### src/rtl/pc_seq_pkg.sv
package pc_seq_pkg;
  localparam int OPC_W  = 6;
  localparam int OFF_W  = 16;
  localparam int JFLD_W = 26;

  localparam logic [OPC_W-1:0] OPC_JMP = 6'd2;
  localparam logic [OPC_W-1:0] OPC_BEQ = 6'd4;
  localparam logic [OPC_W-1:0] OPC_BNE = 6'd5;

  typedef enum logic [1:0] {
    SEL_SEQ = 2'd0,
    SEL_BR  = 2'd1,
    SEL_JMP = 2'd2
  } next_sel_e;

  typedef struct packed {
    logic is_beq;
    logic is_bne;
    logic is_jmp;
  } ctl_t;
endpackage

### src/rtl/pc_seq_decode.sv
module pc_seq_decode
  import pc_seq_pkg::*;
(
  input  logic [OPC_W+JFLD_W-1:0] instr,
  output ctl_t                    ctl,
  output logic [OFF_W-1:0]        br_off,
  output logic [JFLD_W-1:0]       jmp_fld
);
  logic [OPC_W-1:0] opc;

  assign opc     = instr[OPC_W+JFLD_W-1 -: OPC_W];
  assign br_off  = instr[OFF_W-1:0];
  assign jmp_fld = instr[JFLD_W-1:0];

  always_comb begin
    ctl        = '0;
    ctl.is_beq = (opc == OPC_BEQ);
    ctl.is_bne = (opc == OPC_BNE);
    ctl.is_jmp = (opc == OPC_JMP);
  end
endmodule

### src/rtl/pc_seq_targets.sv
module pc_seq_targets
  import pc_seq_pkg::*;
#(
  parameter int XLEN = 32
) (
  input  logic [XLEN-1:0]   pc,
  input  logic [OFF_W-1:0]  br_off,
  input  logic [JFLD_W-1:0] jmp_fld,
  output logic [XLEN-1:0]   seq_tgt,
  output logic [XLEN-1:0]   br_tgt,
  output logic [XLEN-1:0]   jmp_tgt
);
  localparam int EXT_W = XLEN - OFF_W - 2;
  localparam int RGN_W = XLEN - JFLD_W - 2;

  logic [XLEN-1:0] off_bytes;

  assign off_bytes = {{EXT_W{br_off[OFF_W-1]}}, br_off, 2'b00};
  assign seq_tgt   = pc + XLEN'(4);
  assign br_tgt    = seq_tgt + off_bytes;
  assign jmp_tgt   = {pc[XLEN-1 -: RGN_W], jmp_fld, 2'b00};
endmodule

### src/rtl/pc_seq_select.sv
module pc_seq_select
  import pc_seq_pkg::*;
#(
  parameter int XLEN = 32
) (
  input  ctl_t            ctl,
  input  logic            ops_equal,
  input  logic [XLEN-1:0] seq_tgt,
  input  logic [XLEN-1:0] br_tgt,
  input  logic [XLEN-1:0] jmp_tgt,
  output next_sel_e       sel,
  output logic [XLEN-1:0] next_pc
);
  always_comb begin
    sel = SEL_SEQ;
    if (ctl.is_jmp)
      sel = SEL_JMP;
    else if ((ctl.is_beq && ops_equal) || (ctl.is_bne && !ops_equal))
      sel = SEL_BR;
  end

  always_comb begin
    unique case (sel)
      SEL_BR:  next_pc = br_tgt;
      SEL_JMP: next_pc = jmp_tgt;
      default: next_pc = seq_tgt;
    endcase
  end
endmodule

### src/rtl/pc_sequencer.sv
module pc_sequencer
  import pc_seq_pkg::*;
#(
  parameter int                 XLEN      = 32,
  parameter logic [XLEN-1:0]    RESET_VEC = '0
) (
  input  logic            clk,
  input  logic            rst,
  input  logic            adv_en,
  input  logic [XLEN-1:0] instr,
  input  logic [XLEN-1:0] cmp_a,
  input  logic [XLEN-1:0] cmp_b,
  output logic [XLEN-1:0] pc_q,
  output logic [XLEN-1:0] pc_plus4
);
  if (RESET_VEC[1:0] != 2'b00) begin : g_bad_vec
    $error("pc_sequencer: RESET_VEC must be word aligned");
  end
  if (XLEN != OPC_W + JFLD_W) begin : g_bad_xlen
    $error("pc_sequencer: XLEN must match the instruction word width");
  end

  ctl_t              ctl;
  logic [OFF_W-1:0]  br_off;
  logic [JFLD_W-1:0] jmp_fld;
  logic [XLEN-1:0]   seq_tgt, br_tgt, jmp_tgt, next_pc;
  next_sel_e         sel;

  pc_seq_decode u_dec (
    .instr   (instr),
    .ctl     (ctl),
    .br_off  (br_off),
    .jmp_fld (jmp_fld)
  );

  pc_seq_targets #(.XLEN(XLEN)) u_tgt (
    .pc      (pc_q),
    .br_off  (br_off),
    .jmp_fld (jmp_fld),
    .seq_tgt (seq_tgt),
    .br_tgt  (br_tgt),
    .jmp_tgt (jmp_tgt)
  );

  pc_seq_select #(.XLEN(XLEN)) u_sel (
    .ctl       (ctl),
    .ops_equal (cmp_a == cmp_b),
    .seq_tgt   (seq_tgt),
    .br_tgt    (br_tgt),
    .jmp_tgt   (jmp_tgt),
    .sel       (sel),
    .next_pc   (next_pc)
  );

  always_ff @(posedge clk) begin
    if (rst)
      pc_q <= RESET_VEC;
    else if (adv_en)
      pc_q <= {next_pc[XLEN-1:2], 2'b00};
  end

  assign pc_plus4 = seq_tgt;

  // reset loads the start address
  a_r1_reset_vec: assert property (@(posedge clk) rst |=> pc_q == RESET_VEC);

  // a stalled cycle leaves the PC alone
  a_r2_hold: assert property (@(posedge clk) disable iff (rst)
    !adv_en |=> $stable(pc_q));

  // a non-control opcode advances to the sequential address
  a_r3_seq: assert property (@(posedge clk) disable iff (rst)
    (adv_en && !ctl.is_beq && !ctl.is_bne && !ctl.is_jmp) |=> pc_q == $past(pc_plus4));

  // a jump stays in the region of the current PC
  a_r7_region: assert property (@(posedge clk) disable iff (rst)
    (adv_en && ctl.is_jmp) |=> pc_q[XLEN-1 -: 4] == $past(pc_q[XLEN-1 -: 4]));

  // the PC stays word aligned
  a_r8_align: assert property (@(posedge clk) disable iff (rst)
    adv_en |=> pc_q[1:0] == 2'b00);
endmodule

### config.mk
export PLATFORM = sky130hd
export DESIGN_NAME = pc_sequencer
export DESIGN_NICKNAME = d
export VERILOG_FILES = /design/src/rtl/pc_seq_pkg.sv /design/src/rtl/pc_seq_decode.sv /design/src/rtl/pc_seq_targets.sv /design/src/rtl/pc_seq_select.sv /design/src/rtl/pc_sequencer.sv
export SDC_FILE = /design/constraint.sdc
export NUM_CORES = 1
export LEC_CHECK = 0
export BUFFER_PORTS_ARGS = -buffer_cell sky130_fd_sc_hd__buf_2
export CAP_MARGIN = 20
export CORE_UTILIZATION = 46
export CTS_CLUSTER_SIZE = 28
export DETAILED_ROUTE_END_ITERATION = 7
export GPL_TIMING_DRIVEN = 0
export PLACE_DENSITY = 0.79
export SLEW_MARGIN = 20
export SYNTH_ARGS = -nofsm -noshare
export SYNTH_HDL_FRONTEND = slang
export SYNTH_SLANG_ARGS = --single-unit
### constraint.sdc
create_clock -name clk -period 3.7 [get_ports clk]
set_input_delay 0.555 -clock clk [delete_from_list [all_inputs] [get_ports clk]]
set_output_delay 0.555 -clock clk [all_outputs]
set_load 0.01 [all_outputs]
==> flow_metrics.env <==
export IMPL_final_cell_count_no_fill=877
export IMPL_grt_first_pass_wirelength_um=23600
export IMPL_timing_final_max_slew_violations=0
export IMPL_core_um2=8720
export IMPL_required_ns=3.88
export IMPL_worst_path_max_delay_cell="sky130_fd_sc_hd__dfxtp_4"
export IMPL_top_registers="pc_q: 30 flops"
export IMPL_synth_cell_area_um2=4150
export IMPL_antenna_violations_before_repair=0
export IMPL_transition_time_at_the_pin_with_the_least_slew_margin_ns=0.757
export IMPL_place_detailed_hpwl_um=11700
export IMPL_largest_reg_flops=30
export IMPL_timing_rr_end="pc_q[31]"
export IMPL_max_clock_freq_mhz=272
export IMPL_crit_cells=16
export IMPL_final_period_utilization=0.995
export IMPL_top_register="pc_q"
export IMPL_asyncSetResetFlopFracSynth=0
export IMPL_path_buf_inv=1
export IMPL_cts_root_buf="sky130_fd_sc_hd__clkbuf_8"
export IMPL_worstHoldPathType="reg2reg"
export IMPL_synthCells=571
export IMPL_fin_skew_ns=0.00609
export IMPL_cts_root_to_sink_buffers=2
export IMPL_worst_path_largest_cell_delay_ns=0.39
export IMPL_power_density_nw_per_um2=223
export IMPL_worstSetupStartpoint="pc_q[3]"
export IMPL_initialDrtViolationCount=434
export IMPL_period_needed_ns=3.68
export IMPL_area_delta_synth_final_pct=46.4
export IMPL_clock_network_latency_to_the_later_pin_of_the_worst_skew_pair_ns=0.29
export IMPL_critical_path_endpoint_type="register"
export IMPL_status="completed"
export IMPL_cts_hold_buffers_added=0
export IMPL_start_kind="register"
export IMPL_number_of_flip_flops_and_latches_in_the_synthesized_netlist=30
export IMPL_timing_critical_path_cells="ha_4 -> nand3_4 -> nor2_4 -> buf_6 -> nand4_1 -> xnor2_2 -> ha_2 -> a21oi_1 -> nand2_1 -> a211oi_1 -> o211ai_1 -> nand2_2 -> a31oi_4 -> mux2i_1 -> mux2i_1 -> mux2_1"
export IMPL_route_vias_total=5364
export IMPL_clock_tree_htree_level_count=2
export IMPL_die_w_um=97.0
export IMPL_ys_warnings_count=0
export IMPL_antenna_cells_inserted=0
export IMPL_whs_ns=0.523
export IMPL_worst_slack_ns=0.0198
export IMPL_path_max_fanout=5
export IMPL_cts_buffers_inserted=5
export IMPL_grtUsageTotal=0.311
export IMPL_effective_utilization_at_floorplan=0.476
export IMPL_cap_violations=0
export IMPL_overflow=0
export IMPL_drc=0
export IMPL_r2r_slack_ns=0.02
export IMPL_setup_violations=0
export IMPL_worstRegToRegCells=16
export IMPL_leakagePower_nw=2.92
export IMPL_place_worst_setup_slack_ns=-0.592
export IMPL_route_final_wire_length_um=16200
export IMPL_yosysSeqAreaShare=0.145
export IMPL_final_core_util=0.696
export IMPL_number_of_nets_with_antenna_violations_after_routing=0
export IMPL_synthesis_area_per_instance_um2=7.26
export IMPL_ir_drop_mv=0.130
export IMPL_placed_cells_incl_taps=839
export IMPL_post_drt_wl_per_cell_um=18.5
export IMPL_drt_pass1_iter_count=6
export IMPL_critical_path_most_common_cell="sky130_fd_sc_hd__mux2i_1"
export IMPL_routabilityCongestion=0.964
export IMPL_clock_sinks=30
export IMPL_final_layout_size_suffix_gt1_frac=0.407
export IMPL_fp_dieArea_um2=9400
export IMPL_fp_dieH_um=97.0
export IMPL_number_of_standard_cell_rows_in_the_floorplan=34
export IMPL_synth_main_ff_cell="sky130_fd_sc_hd__dfxtp_1"
export IMPL_crit_path_end="pc_q[31]"
export IMPL_clk_pin_slew_worst_paths_ns=0.07
export IMPL_worst_ep_arrival_ns=3.86
export IMPL_first_global_vias=5007
export IMPL_ys_types=62
export IMPL_io_buffers=157
export IMPL_critPathTopFamily="compound AO/OA/AOI/OAI gates"
export IMPL_rr_startpoint="pc_q[3]"
export IMPL_setup_repair_after_global_routing_missed_its_margin="true"
export IMPL_cts_tree="built"
export IMPL_post_synth_edffs=0
export IMPL_slew_headroom=0.493
export IMPL_drt_vias_per_instance=6.12
export IMPL_final_nets=900
export IMPL_grt_start_max_net_pins=18
export IMPL_path_class="reg2reg"
export IMPL_hold_viol=0
export IMPL_top_level_ports=163
## per-layer routing
metal / up-vias / routed length [µm] / track usage
li1: 2481 / - / -
met4: 0 / 607 / 0.141
met5: - / 0 / 0
met2: 353 / 8140 / 0.567
met3: 61 / 1390 / 0.0556
met1: 2469 / 6050 / 0.349
## cells in the mapped netlist (all sizes together), types with 7 or more instances
cell type / count / area, µm²
a211oi: 14 / 110
a21o: 25 / 190
a21oi: 38 / 201
a221oi: 14 / 123
a31oi: 7 / 43.8
and3: 11 / 70.1
buf: 12 / 73.8
clkbuf: 19 / 71.3
dfxtp: 30 / 601
ha: 31 / 388
inv: 11 / 41.3
nand2: 67 / 251
nand3: 18 / 90.1
nand4: 11 / 68.8
nor2: 60 / 228
nor3: 19 / 95.1
nor4: 8 / 50.1
o21ai: 22 / 114
xnor2: 31 / 272
xor2: 49 / 429
## worst min-delay path by stage
| stage | slack (ns) | to | from | cells past startpoint |
|---|---|---|---|---|
| 4_1_cts | 0.52 | pc_q[20] | pc_q[20] | 2 |
| 6_report | 0.52 | pc_q[2] | pc_q[2] | 2 |
| 2_1_floorplan | 0.48 | pc_q[2] | pc_q[2] | 2 |
| 3_3_place_gp | 0.49 | pc_q[2] | pc_q[2] | 2 |
| 3_5_place_dp | 0.50 | pc_q[2] | pc_q[2] | 2 |
| 5_1_grt | 0.54 | pc_q[11] | pc_q[11] | 2 |
## logic make-up after synthesis
group                      after synthesis  synth area share
AOI/OAI and AO/OA                      158             0.275
xor gates and xnor gates                80             0.169
adders and majority gates               32            0.0983
buffers and inverters                   42            0.0449
DFF                                     30             0.145
muxes                                    5            0.0124
other                                    1          0.000904
and+or+nand+nor                        223             0.255
## through the flow
step	cell area (µm²)	setup TNS (ns)	total power, mW
2_1_floorplan	4180	0	0.752
3_3_place_gp	5100	-1.80	0.928
3_5_place_dp	5100	-2.57	0.945
4_1_cts	5420	0	1.24
5_1_grt	6070	-0.506	1.42
6_report	6070	0	1.35
## power breakdown
| group | switching (mW) | internal, mW |
|---|---|---|
| sequential | 0.0392 | 0.342 |
| combinational | 0.371 | 0.329 |
| clock | 0.140 | 0.130 |
| total | 0.551 | 0.801 |
## timing repair
item | 4_1_cts | 5_1_grt
resized for setup | 41 | 90
setup endpoints to repair | 11 | 11
setup buffers | 11 | 26
pin swaps | 9 | 52
## final cells by class
type,instances,area (µm²)
Tap cell,108,135
Timing Repair Buffer,194,1070
Buffer,25,129
Clock buffer,7,76.3
Inverter,11,43.8
Fill cell,726,2650
Multi-Input combinational cell,502,3980
Sequential cell,30,632
## placed cells by master, fill, tap and decap left out, types with 5 or more instances in the layout
master,n
sky130_fd_sc_hd__ha_4,14
sky130_fd_sc_hd__a21oi_1,28
sky130_fd_sc_hd__inv_1,10
sky130_fd_sc_hd__nand2_2,5
sky130_fd_sc_hd__a21oi_2,9
sky130_fd_sc_hd__o21a_1,6
sky130_fd_sc_hd__buf_2,161
sky130_fd_sc_hd__a221oi_1,14
sky130_fd_sc_hd__nand3_1,16
sky130_fd_sc_hd__ha_1,14
sky130_fd_sc_hd__clkbuf_1,15
sky130_fd_sc_hd__clkbuf_8,5
sky130_fd_sc_hd__xnor2_2,12
sky130_fd_sc_hd__nor4_1,8
sky130_fd_sc_hd__dfxtp_4,8
sky130_fd_sc_hd__dfxtp_1,21
sky130_fd_sc_hd__xor2_1,44
sky130_fd_sc_hd__a31oi_1,6
sky130_fd_sc_hd__nor2_1,52
sky130_fd_sc_hd__and3_1,7
sky130_fd_sc_hd__nor3_1,17
sky130_fd_sc_hd__a211oi_1,13
sky130_fd_sc_hd__nor2b_1,6
sky130_fd_sc_hd__buf_4,40
sky130_fd_sc_hd__xnor2_1,15
sky130_fd_sc_hd__nand4_1,11
sky130_fd_sc_hd__nand2b_1,5
sky130_fd_sc_hd__o21ai_0,15
sky130_fd_sc_hd__a221o_1,5
sky130_fd_sc_hd__nand2_1,59
sky130_fd_sc_hd__a21o_1,23
## worst min-delay path: stages, from the launching register on
cell	delay [ns]
sky130_fd_sc_hd__dfxtp_4	0.37
sky130_fd_sc_hd__nand2_1	0.06
sky130_fd_sc_hd__a21oi_1	0.05
No activity file was read; power rests on OpenSTA's default activity.
